<file path="config.mk">
export PLATFORM = sky130hd
export DESIGN_NAME = rb_own_snoop_ctl
export DESIGN_NICKNAME = d
export VERILOG_FILES = /design/src/rtl/rb_own_pkg.sv /design/src/rtl/rb_line_store.sv /design/src/rtl/rb_cpu_path.sv /design/src/rtl/rb_snoop_pipe.sv /design/src/rtl/rb_own_snoop_ctl.sv
export SDC_FILE = /design/constraint.sdc
export NUM_CORES = 1
export LEC_CHECK = 0
export BUFFER_PORTS_ARGS = -buffer_cell sky130_fd_sc_hd__buf_2
export CAP_MARGIN = 20
export CORE_MARGIN = 5
export CORE_UTILIZATION = 45
export CTS_BUF_LIST = sky130_fd_sc_hd__clkbuf_8
export DETAILED_ROUTE_END_ITERATION = 12
export PLACE_DENSITY = 0.81
export SYNTH_ARGS = -nofsm -noshare
export SYNTH_HDL_FRONTEND = slang
export SYNTH_SLANG_ARGS = --single-unit
</file>
<file path="constraint.sdc">
create_clock -name clk -period 3.4 [get_ports clk]
set_clock_uncertainty 0.15 [all_clocks]
set_input_delay 0.34 -clock clk [delete_from_list [all_inputs] [get_ports clk]]
set_output_delay 0.34 -clock clk [all_outputs]
set_load 0.005 [all_outputs]
</file>
<file path="src/rtl/rb_own_pkg.sv">
package rb_own_pkg;

    typedef enum logic [1:0] {
        LS_INV     = 2'd0,
        LS_VALID   = 2'd1,
        LS_SHDIRTY = 2'd2,
        LS_DIRTY   = 2'd3
    } line_st_e;

    typedef enum logic [1:0] {
        SN_READ  = 2'd0,
        SN_READX = 2'd1,
        SN_INVAL = 2'd2,
        SN_RSVD  = 2'd3
    } snp_cmd_e;

    typedef enum logic [1:0] {
        BQ_READ  = 2'd0,
        BQ_READX = 2'd1,
        BQ_INVAL = 2'd2,
        BQ_WBACK = 2'd3
    } bus_cmd_e;

    typedef struct packed {
        line_st_e nxt;
        logic     upd;
        logic     supply;
        logic     capture;
    } snp_act_t;

    function automatic logic holds_dirty(input line_st_e s);
        return (s == LS_SHDIRTY) || (s == LS_DIRTY);
    endfunction

    // Reaction of one line to another cache's bus transaction.
    // match already includes the tag-held flag.
    function automatic snp_act_t snoop_react(input line_st_e cur,
                                             input snp_cmd_e cmd,
                                             input logic     match);
        snp_act_t a;
        a.nxt     = cur;
        a.upd     = 1'b0;
        a.supply  = 1'b0;
        a.capture = 1'b0;
        if (match) begin
            case (cmd)
                SN_READ: begin
                    if (cur == LS_INV) begin
                        a.nxt     = LS_VALID;
                        a.upd     = 1'b1;
                        a.capture = 1'b1;
                    end else if (holds_dirty(cur)) begin
                        a.nxt    = LS_SHDIRTY;
                        a.upd    = 1'b1;
                        a.supply = 1'b1;
                    end
                end
                SN_READX: begin
                    a.supply = holds_dirty(cur);
                    if (cur != LS_INV) begin
                        a.nxt = LS_INV;
                        a.upd = 1'b1;
                    end
                end
                SN_INVAL: begin
                    if (cur != LS_INV) begin
                        a.nxt = LS_INV;
                        a.upd = 1'b1;
                    end
                end
                default: ;
            endcase
        end
        return a;
    endfunction

endpackage

</file>
<file path="src/rtl/rb_line_store.sv">
module rb_line_store
    import rb_own_pkg::*;
#(
    parameter int INDEX_W = 2,
    parameter int TAG_W   = 6
) (
    input  logic               clk,
    input  logic               rst,
    input  logic [INDEX_W-1:0] pa_idx,
    output logic [TAG_W-1:0]   pa_tag,
    output logic               pa_held,
    output line_st_e           pa_st,
    input  logic [INDEX_W-1:0] pb_idx,
    output logic [TAG_W-1:0]   pb_tag,
    output logic               pb_held,
    output line_st_e           pb_st,
    input  logic               wr_en,
    input  logic [INDEX_W-1:0] wr_idx,
    input  logic [TAG_W-1:0]   wr_tag,
    input  logic               wr_held,
    input  line_st_e           wr_st
);
    localparam int LINES = 1 << INDEX_W;

    logic [TAG_W-1:0] tag_a  [LINES];
    logic             held_a [LINES];
    line_st_e         st_a   [LINES];

    for (genvar g = 0; g < LINES; g++) begin : g_line
        logic [TAG_W-1:0] tag_q;
        logic             held_q;
        line_st_e         st_q;

        always_ff @(posedge clk) begin
            if (rst) begin
                tag_q  <= '0;
                held_q <= 1'b0;
                st_q   <= LS_INV;
            end else if (wr_en && (wr_idx == INDEX_W'(g))) begin
                tag_q  <= wr_tag;
                held_q <= wr_held;
                st_q   <= wr_st;
            end
        end

        assign tag_a[g]  = tag_q;
        assign held_a[g] = held_q;
        assign st_a[g]   = st_q;
    end

    assign pa_tag  = tag_a[pa_idx];
    assign pa_held = held_a[pa_idx];
    assign pa_st   = st_a[pa_idx];
    assign pb_tag  = tag_a[pb_idx];
    assign pb_held = held_a[pb_idx];
    assign pb_st   = st_a[pb_idx];

endmodule

</file>
<file path="src/rtl/rb_cpu_path.sv">
module rb_cpu_path
    import rb_own_pkg::*;
#(
    parameter int ADDR_W  = 8,
    parameter int INDEX_W = 2,
    parameter int DATA_W  = 8
) (
    input  logic                      req_valid,
    input  logic                      req_write,
    input  logic [ADDR_W-1:0]         req_addr,
    input  logic                      lock,
    input  logic [ADDR_W-INDEX_W-1:0] look_tag,
    input  logic                      look_held,
    input  line_st_e                  look_st,
    input  logic                      bus_gnt,
    input  logic [DATA_W-1:0]         bus_rdata,
    output logic                      done,
    output logic                      stall,
    output logic                      bus_req,
    output bus_cmd_e                  bus_cmd,
    output logic [ADDR_W-1:0]         bus_addr,
    output logic                      wr_en,
    output logic [ADDR_W-INDEX_W-1:0] wr_tag,
    output logic                      wr_held,
    output line_st_e                  wr_st,
    output logic                      fill_we,
    output logic [DATA_W-1:0]         fill_data
);
    localparam int TAG_W = ADDR_W - INDEX_W;

    logic [INDEX_W-1:0] req_idx;
    logic [TAG_W-1:0]   req_tag;
    logic               tag_eq;
    logic               hit;
    logic               victim_dirty;
    logic               active;
    logic               granted;

    assign req_idx      = req_addr[INDEX_W-1:0];
    assign req_tag      = req_addr[ADDR_W-1:INDEX_W];
    assign tag_eq       = look_held && (look_tag == req_tag);
    assign hit          = tag_eq && (look_st != LS_INV);
    assign victim_dirty = look_held && !tag_eq && holds_dirty(look_st);
    assign active       = req_valid && !lock;
    assign stall        = req_valid && lock;

    // The request is re-evaluated against the current line every free
    // cycle, so a snoop that changes the line between cycles redirects it.
    always_comb begin
        done    = 1'b0;
        bus_req = 1'b0;
        bus_cmd = BQ_READ;
        if (active) begin
            if (hit && (!req_write || (look_st == LS_DIRTY))) begin
                done = 1'b1;
            end else begin
                bus_req = 1'b1;
                if (hit)               bus_cmd = BQ_INVAL;
                else if (victim_dirty) bus_cmd = BQ_WBACK;
                else if (req_write)    bus_cmd = BQ_READX;
                else                   bus_cmd = BQ_READ;
            end
        end
    end

    assign bus_addr = (bus_cmd == BQ_WBACK) ? {look_tag, req_idx} : req_addr;
    assign granted  = bus_req && bus_gnt;

    always_comb begin
        wr_en     = 1'b0;
        wr_tag    = look_tag;
        wr_held   = look_held;
        wr_st     = look_st;
        fill_we   = 1'b0;
        fill_data = bus_rdata;
        if (granted) begin
            wr_en = 1'b1;
            case (bus_cmd)
                BQ_WBACK: begin
                    wr_held = 1'b1;
                    wr_st   = LS_INV;
                end
                BQ_READ: begin
                    wr_tag  = req_tag;
                    wr_held = 1'b1;
                    wr_st   = LS_VALID;
                    fill_we = 1'b1;
                end
                BQ_READX: begin
                    wr_tag  = req_tag;
                    wr_held = 1'b1;
                    wr_st   = LS_DIRTY;
                    fill_we = 1'b1;
                end
                default: begin
                    wr_held = 1'b1;
                    wr_st   = LS_DIRTY;
                end
            endcase
        end
    end

endmodule

</file>
<file path="src/rtl/rb_snoop_pipe.sv">
module rb_snoop_pipe
    import rb_own_pkg::*;
#(
    parameter int ADDR_W  = 8,
    parameter int INDEX_W = 2,
    parameter int DATA_W  = 8
) (
    input  logic                      clk,
    input  logic                      rst,
    input  logic                      snp_valid,
    input  logic [1:0]                snp_cmd,
    input  logic [ADDR_W-1:0]         snp_addr,
    input  logic [DATA_W-1:0]         snp_data,
    input  logic [ADDR_W-INDEX_W-1:0] look_tag,
    input  logic                      look_held,
    input  line_st_e                  look_st,
    output logic                      lock,
    output logic                      ack,
    output logic                      supply,
    output logic                      wr_en,
    output logic [INDEX_W-1:0]        wr_idx,
    output logic [ADDR_W-INDEX_W-1:0] wr_tag,
    output line_st_e                  wr_st,
    output logic                      fill_we,
    output logic [DATA_W-1:0]         fill_data
);
    localparam int TAG_W = ADDR_W - INDEX_W;

    // Holding stage: lookup result and broadcast data from the snoop cycle.
    logic               h_vld;
    snp_cmd_e           h_cmd;
    logic [INDEX_W-1:0] h_idx;
    logic [TAG_W-1:0]   h_tag;
    logic [DATA_W-1:0]  h_data;
    line_st_e           h_st;
    logic               h_match;
    snp_act_t           act;

    always_ff @(posedge clk) begin
        if (rst) begin
            h_vld   <= 1'b0;
            h_cmd   <= SN_READ;
            h_idx   <= '0;
            h_tag   <= '0;
            h_data  <= '0;
            h_st    <= LS_INV;
            h_match <= 1'b0;
        end else begin
            h_vld <= snp_valid;
            if (snp_valid) begin
                h_cmd   <= snp_cmd_e'(snp_cmd);
                h_idx   <= snp_addr[INDEX_W-1:0];
                h_tag   <= snp_addr[ADDR_W-1:INDEX_W];
                h_data  <= snp_data;
                h_st    <= look_st;
                h_match <= look_held && (look_tag == snp_addr[ADDR_W-1:INDEX_W]);
            end
        end
    end

    assign act       = snoop_react(h_st, h_cmd, h_match);
    assign lock      = snp_valid || h_vld;
    assign ack       = h_vld;
    assign supply    = h_vld && act.supply;
    assign wr_en     = h_vld && act.upd;
    assign wr_idx    = h_idx;
    assign wr_tag    = h_tag;
    assign wr_st     = act.nxt;
    assign fill_we   = h_vld && act.capture;
    assign fill_data = h_data;

endmodule

</file>
<file path="src/rtl/rb_own_snoop_ctl.sv">
module rb_own_snoop_ctl
    import rb_own_pkg::*;
#(
    parameter int ADDR_W  = 8,
    parameter int INDEX_W = 2,
    parameter int DATA_W  = 8
) (
    input  logic               clk,
    input  logic               rst,
    input  logic               cpu_req_valid,
    input  logic               cpu_req_write,
    input  logic [ADDR_W-1:0]  cpu_req_addr,
    output logic               cpu_done,
    output logic               cpu_stall,
    input  logic               snp_valid,
    input  logic [1:0]         snp_cmd,
    input  logic [ADDR_W-1:0]  snp_addr,
    input  logic [DATA_W-1:0]  snp_data,
    output logic               snp_ack,
    output logic               snp_supply,
    output logic               bus_req,
    output logic [1:0]         bus_cmd,
    output logic [ADDR_W-1:0]  bus_addr,
    input  logic               bus_gnt,
    input  logic [DATA_W-1:0]  bus_rdata,
    output logic               fill_we,
    output logic [INDEX_W-1:0] fill_idx,
    output logic [DATA_W-1:0]  fill_data
);
    localparam int TAG_W = ADDR_W - INDEX_W;

    logic [TAG_W-1:0]  ca_tag, sb_tag;
    logic              ca_held, sb_held;
    line_st_e          ca_st, sb_st;

    logic              lock;
    bus_cmd_e          cp_cmd;
    logic              cp_wr_en, cp_wr_held, cp_fill_we;
    logic [TAG_W-1:0]  cp_wr_tag;
    line_st_e          cp_wr_st;
    logic [DATA_W-1:0] cp_fill_data;

    logic               sn_wr_en, sn_fill_we;
    logic [INDEX_W-1:0] sn_wr_idx;
    logic [TAG_W-1:0]   sn_wr_tag;
    line_st_e           sn_wr_st;
    logic [DATA_W-1:0]  sn_fill_data;

    logic               st_wr_en, st_wr_held;
    logic [INDEX_W-1:0] st_wr_idx;
    logic [TAG_W-1:0]   st_wr_tag;
    line_st_e           st_wr_st;

    rb_line_store #(.INDEX_W(INDEX_W), .TAG_W(TAG_W)) u_store (
        .clk     (clk),
        .rst     (rst),
        .pa_idx  (cpu_req_addr[INDEX_W-1:0]),
        .pa_tag  (ca_tag),
        .pa_held (ca_held),
        .pa_st   (ca_st),
        .pb_idx  (snp_addr[INDEX_W-1:0]),
        .pb_tag  (sb_tag),
        .pb_held (sb_held),
        .pb_st   (sb_st),
        .wr_en   (st_wr_en),
        .wr_idx  (st_wr_idx),
        .wr_tag  (st_wr_tag),
        .wr_held (st_wr_held),
        .wr_st   (st_wr_st)
    );

    rb_snoop_pipe #(.ADDR_W(ADDR_W), .INDEX_W(INDEX_W), .DATA_W(DATA_W)) u_snoop (
        .clk       (clk),
        .rst       (rst),
        .snp_valid (snp_valid),
        .snp_cmd   (snp_cmd),
        .snp_addr  (snp_addr),
        .snp_data  (snp_data),
        .look_tag  (sb_tag),
        .look_held (sb_held),
        .look_st   (sb_st),
        .lock      (lock),
        .ack       (snp_ack),
        .supply    (snp_supply),
        .wr_en     (sn_wr_en),
        .wr_idx    (sn_wr_idx),
        .wr_tag    (sn_wr_tag),
        .wr_st     (sn_wr_st),
        .fill_we   (sn_fill_we),
        .fill_data (sn_fill_data)
    );

    rb_cpu_path #(.ADDR_W(ADDR_W), .INDEX_W(INDEX_W), .DATA_W(DATA_W)) u_cpu (
        .req_valid (cpu_req_valid),
        .req_write (cpu_req_write),
        .req_addr  (cpu_req_addr),
        .lock      (lock),
        .look_tag  (ca_tag),
        .look_held (ca_held),
        .look_st   (ca_st),
        .bus_gnt   (bus_gnt),
        .bus_rdata (bus_rdata),
        .done      (cpu_done),
        .stall     (cpu_stall),
        .bus_req   (bus_req),
        .bus_cmd   (cp_cmd),
        .bus_addr  (bus_addr),
        .wr_en     (cp_wr_en),
        .wr_tag    (cp_wr_tag),
        .wr_held   (cp_wr_held),
        .wr_st     (cp_wr_st),
        .fill_we   (cp_fill_we),
        .fill_data (cp_fill_data)
    );

    assign bus_cmd = cp_cmd;

    // The snoop side owns the array whenever it is active; the processor
    // side only writes in unlocked cycles, so the two never collide.
    always_comb begin
        if (sn_wr_en) begin
            st_wr_en   = 1'b1;
            st_wr_idx  = sn_wr_idx;
            st_wr_tag  = sn_wr_tag;
            st_wr_held = 1'b1;
            st_wr_st   = sn_wr_st;
        end else begin
            st_wr_en   = cp_wr_en;
            st_wr_idx  = cpu_req_addr[INDEX_W-1:0];
            st_wr_tag  = cp_wr_tag;
            st_wr_held = cp_wr_held;
            st_wr_st   = cp_wr_st;
        end
    end

    always_comb begin
        if (sn_fill_we) begin
            fill_we   = 1'b1;
            fill_idx  = sn_wr_idx;
            fill_data = sn_fill_data;
        end else begin
            fill_we   = cp_fill_we;
            fill_idx  = cpu_req_addr[INDEX_W-1:0];
            fill_data = cp_fill_data;
        end
    end

endmodule

</file>
==> results of run 1 <==
## layout make-up
| cell class | count | area, sq um |
|---|---|---|
| Sequential cell | 58 | 1160 |
| Timing Repair Buffer | 117 | 734 |
| Fill cell | 610 | 3130 |
| Multi-Input combinational cell | 251 | 2210 |
| Clock inverter | 6 | 81.3 |
| Clock buffer | 10 | 138 |
| Tap cell | 102 | 128 |
| Inverter | 27 | 101 |
## final timing paths
check	start	end	slack, ps
max	u_store.g_line[1].tag_q[2]	fill_we	-30
min reg2reg	u_store.g_line[1].st_q[1]	u_store.g_line[1].st_q[1]	340
min	snp_data[1]	u_snoop.fill_data[1]	100
max reg2reg	u_store.g_line[1].tag_q[2]	u_store.g_line[3].tag_q[4]	50
## through the flow
| stage | TNS (ps) | util [%] | hold WS [ps] | instance area, sq um |
|---|---|---|---|---|
| floorplan | 0 | - | 298 | 3550 |
| global placement | -1550 | 53.9 | 315 | 4140 |
| detailed placement | -8800 | 53.9 | 331 | 4140 |
| CTS | -28.9 | 58.3 | 80.1 | 4480 |
| global route | -1220 | 59.2 | 85.4 | 4550 |
| finish | -43.1 | 59.2 | 95.2 | 4550 |
## power by group
| group | leakage [uW] | internal (uW) | switching (uW) | total [uW] |
|---|---|---|---|---|
| clock network | 0.000113 | 427 | 263 | 690 |
| logic | 0.00138 | 93.0 | 108 | 201 |
| registers | 0.000472 | 694 | 10.5 | 705 |
| total | 0.00197 | 1210 | 382 | 1600 |
## synthesized netlist by cell type (all sizes together) (2+ instances only)
library cell and n:
dfxtp 58, nor2 48, nand2 30, inv 27
mux2i 24, mux4 18, o32ai 17, a21o 12
buf 12, nor3b 12, clkbuf 11, mux2 10
xnor2 10, o21ai 9, o31ai 8, nand2b 7
a21oi 6, ha 6, nand3 3, nor2b 3
nor3 3, o21a 3, or2 3, a2111oi 2
and2 2, nand4 2, nor4 2, xor2 2
## sequential cells by signal, indices dropped and copies added (netlist names)
name	cells
u_snoop.ack	1
u_snoop.fill_data	8
u_snoop.h_cmd	2
u_snoop.h_match	1
u_snoop.h_st	2
u_snoop.wr_idx	2
u_snoop.wr_tag	6
u_store.g_line.held_q	4
u_store.g_line.st_q	8
u_store.g_line.tag_q	24
## timing repair
action	CTS	global route
endpoints found under the hold margin	0	0
resized for setup	19	14
endpoints found under the setup margin	13	26
buffers inserted	12	4
pin swaps	9	9
## routing by layer
layer,share of wire [%],track usage [%]
met1,39,23.8
met3,7.5,5.38
met4,2.9,8.09
met2,50,34.0
met5,0,0
## kinds of logic (layout without fill, tap and decap cells)
group | count (synthesis) | after routing | share of synthesized area [%]
AND/OR/NAND/NOR | 118 | 118 | 16.1
AO/OA/AOI/OAI | 63 | 63 | 16.2
flip-flops | 58 | 58 | 32.7
multiplexers | 52 | 52 | 22.0
buffers and inverters | 51 | 160 | 7.26
XOR/XNOR | 12 | 12 | 3.60
adder cells (fa/ha/maj) | 6 | 6 | 2.12
## critical path, delay by kind of cell, from the launching register on
family / cells / cell delay, ps
AO/OA/AOI/OAI: 2 / 460
XOR/XNOR: 1 / 190
adder cells (fa/ha/maj): 1 / 190
buffers and inverters: 2 / 280
flip-flops: 1 / 320
multiplexers: 1 / 590
AND/OR/NAND/NOR: 5 / 570
## placed cells by master, fill, tap and decap left out, types with 4 or more instances in the layout
| cell type | instances |
|---|---|
| nor3b_1 | 12 |
| dfxtp_1 | 56 |
| nand2b_1 | 7 |
| buf_4 | 51 |
| inv_1 | 28 |
| mux4_2 | 15 |
| o32ai_1 | 15 |
| o31ai_1 | 4 |
| mux2i_1 | 24 |
| nand2_1 | 27 |
| a21o_1 | 12 |
| o21ai_2 | 4 |
| ha_1 | 5 |
| mux2_2 | 10 |
| a21oi_1 | 4 |
| clkbuf_8 | 10 |
| buf_2 | 64 |
| xnor2_2 | 6 |
| xnor2_1 | 4 |
| nor2_1 | 45 |
==> metrics.md, run 1 <==
| Metric | Value |
|---|---|
| Status | finished, violations left |
| Failing checks | setup timing |
| Fmax achieved | 291 MHz |
| Synth Register Bits | 58 |
| R2R depth | 13 |
| Clock Sinks | 58 |
| Syn Area/Cell | 9.86 sq um |
| Routed Antenna Nets | 0 |
| Gr usage total | 20.0% |
| Clock tree from TritonCTS | done |
| CTS Buf Count | 9 |
| Drt wl/cell | 17.4 um |
| Cell Pwr Density | approximately 350 nW/um^2 |
| Slew HR | 60.4% |
| Period utilisation layout | 101% |
| Netlist cell types | 52 |
| Vias in the first global route | 3199 |
| Top_reg_cell synth | dfxtp_1 |
| GP Congestion | 0.868 |
| Max_cap viols | 0 |
| Hold/Removal Path Class | input port to flip-flop |
| First DRT Iteration DRCs | 314 |
| RSZ-0062 raised after global routing | yes |
| Hold Path Cell Cnt | 3 |
| Std-Cell Rows | 32 |
| Vias after detailed routing | 3185 |
| Number of instances in the placed design | 541 |
| Critical-path top delay cell | mux4_1 |
| Startpoint class of the critical path | flip-flop |
| Synth top area cells | dfxtp_1 (33%), mux4_2 (7.6%), mux2i_1 (6.8%) |
| Final WS setup | -30.8 ps |
| Via density | approximately 5.6 |
| Number of flops mapped to enable cells by yosys | 0 |
| Critical Path AT | a little under 3000 ps |
| Post-Place Setup Slack | -373 ps |
| Syn Inst Count | 360 |
| DR pass1 iterations | 5 |
| Crit Path Max Fanout | 3 |
| Leak pwr | about 0.0020 uW |
| Endpoints failing hold | 0 |
| Setup CP Type | flip-flop to primary output |
| Async SR Flop Fraction | 0% |
| IO buf count | 65 |
| Final min period | 3430 ps |
| I/O pin count | 66 |
| Gr ovfl total | 0 |
| Die area | 9760 sq um |
| Area Overhead vs Synth | 28.3% |
| Critical Path End Type | primary output |
| DRC violations left | 0 |
| Maximum VDD drop | 0.000166 V |
| Mapped cell area | 3550 sq um |
| Syn Nets | 406 |
| CTS Buffer Depth | 2 |
| WP data required | about 2900 ps |
| Synthesis warning total | 0 |
| Slew @ Worst Pin | 595 ps |
| Antenna fix cells | 0 |
| Global-route wire length before repair | 15.6 mm |
| Final slew viol count | 0 |
| Total wire length | roughly 9.9 mm |
| Clock Latency Late Sink | 330 ps |
| Clock transition at the registers of the reported paths | roughly 70 ps |
| Synth area leader | dfxtp_1 |
| Final Setup Violations | 2 |
| Die Y-Extent | 98.8 um |
| Yosys top cell area share | ~33% |
| Seq/Total Area, Yosys | 32.7% |
| Max H-tree Level | 3 |
| Share of layout cells above drive strength 1 | 41.8% |
| Design Power | 1600 uW |
| Largest net degree at the start of global routing | 28 |
| Hold_buf cts | 0 |
| Non-Filler Instances | 571 |
| Crit-path cells | mux4_1 > xnor2_2 > nand2_1 > nor2_4 > nor2_2 > o211a_1 > buf_4 > ha_1 > o21ai_2 > or2_4 > nand2b_1 > buf_2 |
| Die width | 98.8 um |
| Starting Density | around 46% |
| Core area | 7690 sq um |
| Max incr delay on CP | 590 ps |
| Final net count | 510 |
| Detailed placement HPWL | 6.83 mm |
| Root Driver | clkbuf_8 |
| Initial antenna violation count | 0 |
Note: power is estimated with default switching activity, not from simulation.
==> run 2: changes to the inputs <==
- SYNTH_HIERARCHICAL: unset -> 1
==> run 2 against run 1 <==
- the run now ends clean
- non-clock buffer count is 30 lower
- design area down 6.2%
- total power fell by 9.1%
- first-iteration DRC count is 53% lower
- critical path type unchanged
==> metrics.md, run 2 <==
| Metric | Value |
|---|---|
| Slew @ Worst Pin | 764 ps |
| First DRT Iteration DRCs | 147 |
| Gr usage total | 18.1% |
| Mapped cell area | 3630 sq um |
| Synth area leader | dfxtp_1 |
| CTS Buffer Depth | 2 |
| Area Overhead vs Synth | 17.8% |
| Biggest register | u_store/g_line.tag_q |
| Hold path start | snp_data[4] |
| DP Area | 4040 sq um |
| Gr ovfl total | 0 |
| Syn Inst Count | 335 |
| DR pass1 iterations | 4 |
| Post-Place Setup Slack | -46.4 ps |
| Setup CP Type | flip-flop to primary output |
| Leak pwr | 0.00193 uW |
| WP data required | 2910 ps |
| DRC violations left | 0 |
| Synthesis warning total | 6 |
| Reg-to-Reg End | u_store/g_line[0].st_q[1] |
| Root Driver | clkbuf_8 |
| Async SR Flop Fraction | 0% |
| Hold/Removal Path Class | input port to flip-flop |
| Routed Antenna Nets | 0 |
| Largest net degree at the start of global routing | 58 |
| Most numerous cell in the Yosys netlist | dfxtp_1 |
| Clock Sinks | 58 |
| Drt wl/cell | approximately 17 um |
| Most frequent cells in the layout | buf_2 (64), mux2i_1 (57), dfxtp_1 (57) |
| Clock transition at the registers of the reported paths | 60 ps |
| Share of layout cells above drive strength 1 | 40.2% |
| Netlist cell types | between 40 and 50 |
| Die area | about 10000 sq um |
| Hold Path Cell Cnt | 3 |
| Crit Path Max Fanout | 6 |
| Maximum VDD drop | 0.000179 V |
| Final min period | around 3400 ps |
| Fmax achieved | 296 MHz |
| Critical Path End Type | primary output |
| I/O pin count | 66 |
| Final slew viol count | 0 |
| Final Cell Area | around 4300 sq um |
| Worst R2R Start | u_store/g_line[3].tag_q[1] |
| Cell Pwr Density | 339 nW/um^2 |
| Hold path endpoint | u_snoop/fill_data[4] |
| Std-Cell Rows | 32 |
| RSZ-0062 raised after global routing | yes |
| IO buf count | 65 |
| Antenna fix cells | 0 |
| Max H-tree Level | 3 |
| Syn Area/Cell | approximately 11 sq um |
| Yosys top cell area share | 32.0% |
| Reg2Reg Setup Slack | 170 ps |
| Core area | 7810 sq um |
| GP Congestion | 0.931 |
| Syn Nets | between 300 and 400 |
| Endpoints failing hold | 0 |
| Die Y-Extent | 99.8 um |
| Number of flops mapped to enable cells by yosys | 0 |
| Starting Density | 46.5% |
| Status | finished clean |
| Post-route setup TNS | 0 ps |
| Final net count | 448 |
| Startpoint class of the critical path | flip-flop |
| Top_reg_cell synth | dfxtp_1 |
| Detailed placement HPWL | around 6.6 mm |
| Die width | 99.8 um |
| R2R depth | 12 |
| Synth Register Bits | between 50 and 60 |
| Critical Path AT | 2890 ps |
| Final Setup Violations | 0 |
| Via density | 5.32 |
| Period utilisation layout | between 90% and 100% |
| Final WS setup | 18.8 ps |
| Max_cap viols | 0 |
| Slew HR | 49.1% |
| Hold_buf cts | 0 |
| Vias after detailed routing | 2711 |
| Synth top area cells | dfxtp_1 (32%), mux2i_1 (16%), mux4_2 (11%) |
| Seq/Total Area, Yosys | between 30% and 40% |
| Max reg flops | 24 |
| Synth cell count leaders | dfxtp_1 (58), mux2i_1 (57), nand2b_1 (49), mux2_2 (25), nor2_1 (22) |
| Design Power | 1450 uW |
| Total wire length | between 8 and 9 mm |
| Clock tree from TritonCTS | done |
| Global-route wire length before repair | 14.2 mm |
| Commonest non-fill, non-tap cell in the layout | buf_2 |
| Initial antenna violation count | 0 |
| CTS Buf Count | 9 |
| Vias in the first global route | 2914 |
| Hold Slack | 97.1 ps |
| Clock Latency Late Sink | roughly 330 ps |
## run 2: changes by cell type after synthesis, moves of 12 or more
cell      change
o32ai_1      -15
nor3b_1      -12
inv_1        -23
nor2_1       -26
nand2b_1     +42
nand2_1      -25
mux2i_1      +33
a21o_1       -12
mux2_2       +15
## run 2: critical path, stage by stage (launching register included)
cell	delay (ps)
dfxtp_1	320
mux4_2	530
xnor2_2	150
nand4_1	140
nor3_4	220
nand4b_1	160
o22ai_2	220
ha_2	220
buf_6	130
mux2_2	330
buf_2	130
## run 2: worst max-delay path by stage
stage	start	end	cells past startpoint
final	u_store/g_line[3].tag_q[1]	bus_addr[5]	10
after global routing	u_store/g_line[3].tag_q[3]	bus_addr[5]	10
after CTS	u_store/g_line[3].tag_q[1]	bus_addr[6]	11
after detailed placement	cpu_req_addr[0]	u_store/g_line[0].st_q[1]	12
after global placement	cpu_req_addr[0]	u_store/g_line[0].st_q[1]	13
after floorplan	cpu_req_addr[0]	bus_addr[2]	10
## run 2: layout make-up
type                    instances  area, sq um
repair buffers                 87          513
clock buffers                  12          165
clock inverters                 4         17.5
multi-input cells             243         2270
fillers                       645         3530
well taps                     102          128
flip-flops and latches         58         1160
inverters                       4         15.0
## run 2: power breakdown
part	switching, uW	internal [uW]	total, uW
sequential	10.0	694	704
clock	256	316	573
combinational	82.8	91.3	174
total	349	1100	1450
## run 2: what timing repair did
action | in CTS | in global routing
resized for setup | 2 | 6
endpoints found under the setup margin | 6 | 6
setup buffers | 0 | 3
## run 2: cell families (layout without fill, tap and decap cells)
family,after synthesis,after routing,share of synthesized area (%)
multiplexers,109,109,38.3
XOR/XNOR,12,12,2.90
buffers and inverters,34,107,5.97
adder cells (fa/ha/maj),5,5,1.72
AO/OA/AOI/OAI,15,15,2.69
flip-flops,58,58,32.0
AND/OR/NAND/NOR,102,102,16.4
## run 2: routing by layer
layer / GRT usage [%] / vias up / routed length (um)
met5: 0 / - / 0
met4: 7.46 / 0 / 229
met3: 4.52 / 18 / 530
met2: 32.7 / 85 / 4520
met1: 20.3 / 1293 / 3440
li1: - / 1315 / -
## run 2: through the flow
stage               cells  utilization, %
finish                510            54.7
global route          510            54.7
CTS                   507            54.2
detailed placement    491            51.7
global placement      491            51.7
floorplan             335               -
==> run 3: changes to the inputs <==
--- a/config.mk
+++ b/config.mk
@@ -9,7 +9,9 @@
 export CAP_MARGIN = 20
+export CELL_PAD_IN_SITES_DETAIL_PLACEMENT = 1
+export CELL_PAD_IN_SITES_GLOBAL_PLACEMENT = 2
 export CORE_MARGIN = 5
-export CORE_UTILIZATION = 45
+export CORE_UTILIZATION = 34
 export CTS_BUF_LIST = sky130_fd_sc_hd__clkbuf_8
 export DETAILED_ROUTE_END_ITERATION = 12
-export PLACE_DENSITY = 0.81
+export PLACE_DENSITY = 0.91
 export SYNTH_ARGS = -nofsm -noshare
==> constraint.sdc (replaced) <==
create_clock -name clk -period 3.4 [get_ports clk]
set_clock_uncertainty 0.15 [all_clocks]
set_input_delay 0.68 -clock clk [delete_from_list [all_inputs] [get_ports clk]]
set_output_delay 0.68 -clock clk [all_outputs]
set_load 0.005 [all_outputs]
==> run 3 against run 2 <==
- the run now ends with setup timing left
- utilization decreased by 7.9 points
- via count rose by 10%
- global-route usage decreased by 0.21 points
- setup slack got worse by 610 ps
- sequential power barely moved
- critical endpoint is now bus_addr[6]
- largest cell class unchanged
- highest routed layer unchanged
==> metrics.md, run 3 (synthesis results as in run 2) <==
| Metric | Value |
|---|---|
| Endpoints failing hold | 0 |
| I/O pin count | 66 |
| Slew @ Worst Pin | 746 ps |
| Critical Path AT | 3160 ps |
| First DRT Iteration DRCs | 110 |
| Total wire length | 11.7 mm |
| Root Driver | clkbuf_8 |
| CTS Buf Count | 9 |
| Largest net degree at the start of global routing | 36 |
| Clock Latency Late Sink | 340 ps |
| Hold_buf cts | 0 |
| Maximum VDD drop | 0.000199 V |
| Starting Density | 35.0% |
| Crit-path cells | buf_12 > mux4_2 > xnor2_1 > nand4_1 > nor3_4 > nand4b_1 > o22ai_2 > ha_4 > mux2_4 > buf_6 |
| DRC violations left | 0 |
| Detailed placement HPWL | 8.17 mm |
| Hold path start | u_store/g_line[3].tag_q[2] |
| Hold Path Cell Cnt | 2 |
| Slew HR | ~50% |
| Startpoint class of the critical path | input port |
| Biggest register | u_store/g_line.tag_q |
| Hold/Removal Path Class | flip-flop to flip-flop |
| Global-route wire length before repair | about 18 mm |
| Final net count | 485 |
| Vias in the first global route | 3332 |
| WP data required | between 2000 and 3000 ps |
| Max incr delay on CP | 540 ps |
| Crit Path Max Fanout | 6 |
| Antenna fix cells | 0 |
| Share of layout cells above drive strength 1 | just under 50% |
| Failing checks | setup timing |
| Routed Antenna Nets | 0 |
| Clock transition at the registers of the reported paths | roughly 70 ps |
| Period utilisation layout | 117% |
| Final Setup Violations | 15 |
| Drt wl/cell | between 20 and 25 um |
| Area Overhead vs Synth | 33.8% |
| Leak pwr | 0.00223 uW |
| Core area | 10400 sq um |
| Design Power | 1630 uW |
| Post-route setup TNS | -4920 ps |
| Max H-tree Level | 3 |
| RSZ-0062 raised after global routing | yes |
| Die Y-Extent | 113 um |
| Reg2Reg Setup Slack | -50 ps |
| Critical Path End Type | primary output |
| Die width | 113 um |
| Most frequent cells in the layout | dfxtp_1 (58), mux2i_1 (57), buf_2 (55), buf_4 (55), nand2b_1 (41) |
| Post-Place Setup Slack | -833 ps |
| Setup CP Type | input port to primary output |
| Status | finished, violations left |
| Cell Pwr Density | 337 nW/um^2 |
| Reg-to-Reg End | u_store/g_line[3].st_q[1] |
| Final WS setup | -588 ps |
| Hold path endpoint | u_store/g_line[3].tag_q[2] |
| Max reg flops | 24 |
| R2R depth | 14 |
| Final min period | 3990 ps |
| Gr ovfl total | 0 |
| Clock Sinks | 58 |
| CTS Buffer Depth | 2 |
| Gr usage total | 17.9% |
| Max_cap viols | 0 |
| Initial antenna violation count | 0 |
| DR pass1 iterations | 4 |
| Critical-path top delay cell | mux4_2 |
| Std-Cell Rows | 37 |
| Fmax achieved | 251 MHz |
| Die area | ~13000 sq um |
| Worst R2R Start | u_store/g_line[3].tag_q[3] |
| IO buf count | 65 |
| Via density | 5.13 |
| Final slew viol count | 0 |
| Commonest non-fill, non-tap cell in the layout | dfxtp_1 |
| GP Congestion | 0.931 |
| Clock tree from TritonCTS | done |
| Vias after detailed routing | 2981 |
-- run 3: changes by cell type in the layout (fill, tap and decap cells not counted), sizes merged --
cell | before | now
clkbuf | 13 | 10
bufinv | 0 | 2
inv | 6 | 5
clkinvlp | 0 | 1
buf | 86 | 124
-- run 3: repair_timing --
item	4_1_cts	5_1_grt
gates resized for setup	30	11
setup endpoints to repair	43	15
cloned	0	0
buffers inserted	4	5
pin swaps	8	3
-- run 3: metrics by stage --
stage / hold WS, ps / cell area (sq um) / cells / utilization (%)
after floorplan: 304 / 3690 / 335 / -
after global placement: 316 / 4350 / 558 / 42.0
after detailed placement: 333 / 4350 / 558 / 42.0
after CTS: 347 / 4750 / 577 / 45.8
after global routing: 362 / 4850 / 581 / 46.8
final: 347 / 4850 / 581 / 46.8
-- run 3: cell type report --
cell class | count | area (sq um)
Tap cell | 136 | 170
Sequential cell | 58 | 1160
Timing Repair Buffer | 124 | 858
Clock buffer | 10 | 138
Clock inverter | 6 | 81.3
Multi-Input combinational cell | 243 | 2430
Inverter | 4 | 15.0
Fill cell | 1139 | 5520
-- run 3: worst max-delay path by stage --
stage	startpoint	end	slack, ps	depth (start not counted)
global route	cpu_req_addr[0]	bus_addr[4]	-660	10
detailed placement	cpu_req_addr[0]	bus_addr[6]	-830	10
CTS	cpu_req_addr[0]	bus_addr[5]	-490	10
floorplan	cpu_req_addr[0]	bus_addr[2]	-370	10
finish	cpu_req_addr[0]	bus_addr[6]	-590	10
global placement	cpu_req_addr[0]	bus_addr[3]	-710	10
-- run 3: critical path: cells and delay by family --
| kind | cells | cell delay (ps) |
|---|---|---|
| adders and majority gates | 1 | 270 |
| muxes | 2 | 860 |
| buffers and inverters | 2 | 230 |
| xor gates and xnor gates | 1 | 160 |
| and+or+nand+nor | 3 | 660 |
| AOI/OAI and AO/OA | 1 | 280 |
-- run 3: metal layers --
layer | global-route usage (%) | part of all wire, % | wire, um
met3 | 2.30 | 3.5 | 411
met5 | 0 | 0 | 0
met1 | 19.6 | 40 | 4730
met4 | 10.0 | 2.8 | 323
met2 | 33.3 | 53 | 6260
-- run 3: report_power, final --
group	leakage [uW]	internal, uW	switching (uW)	total, uW
registers	0.000471	693	9.34	703
logic	0.00164	113	100	214
clock network	0.000113	427	291	718
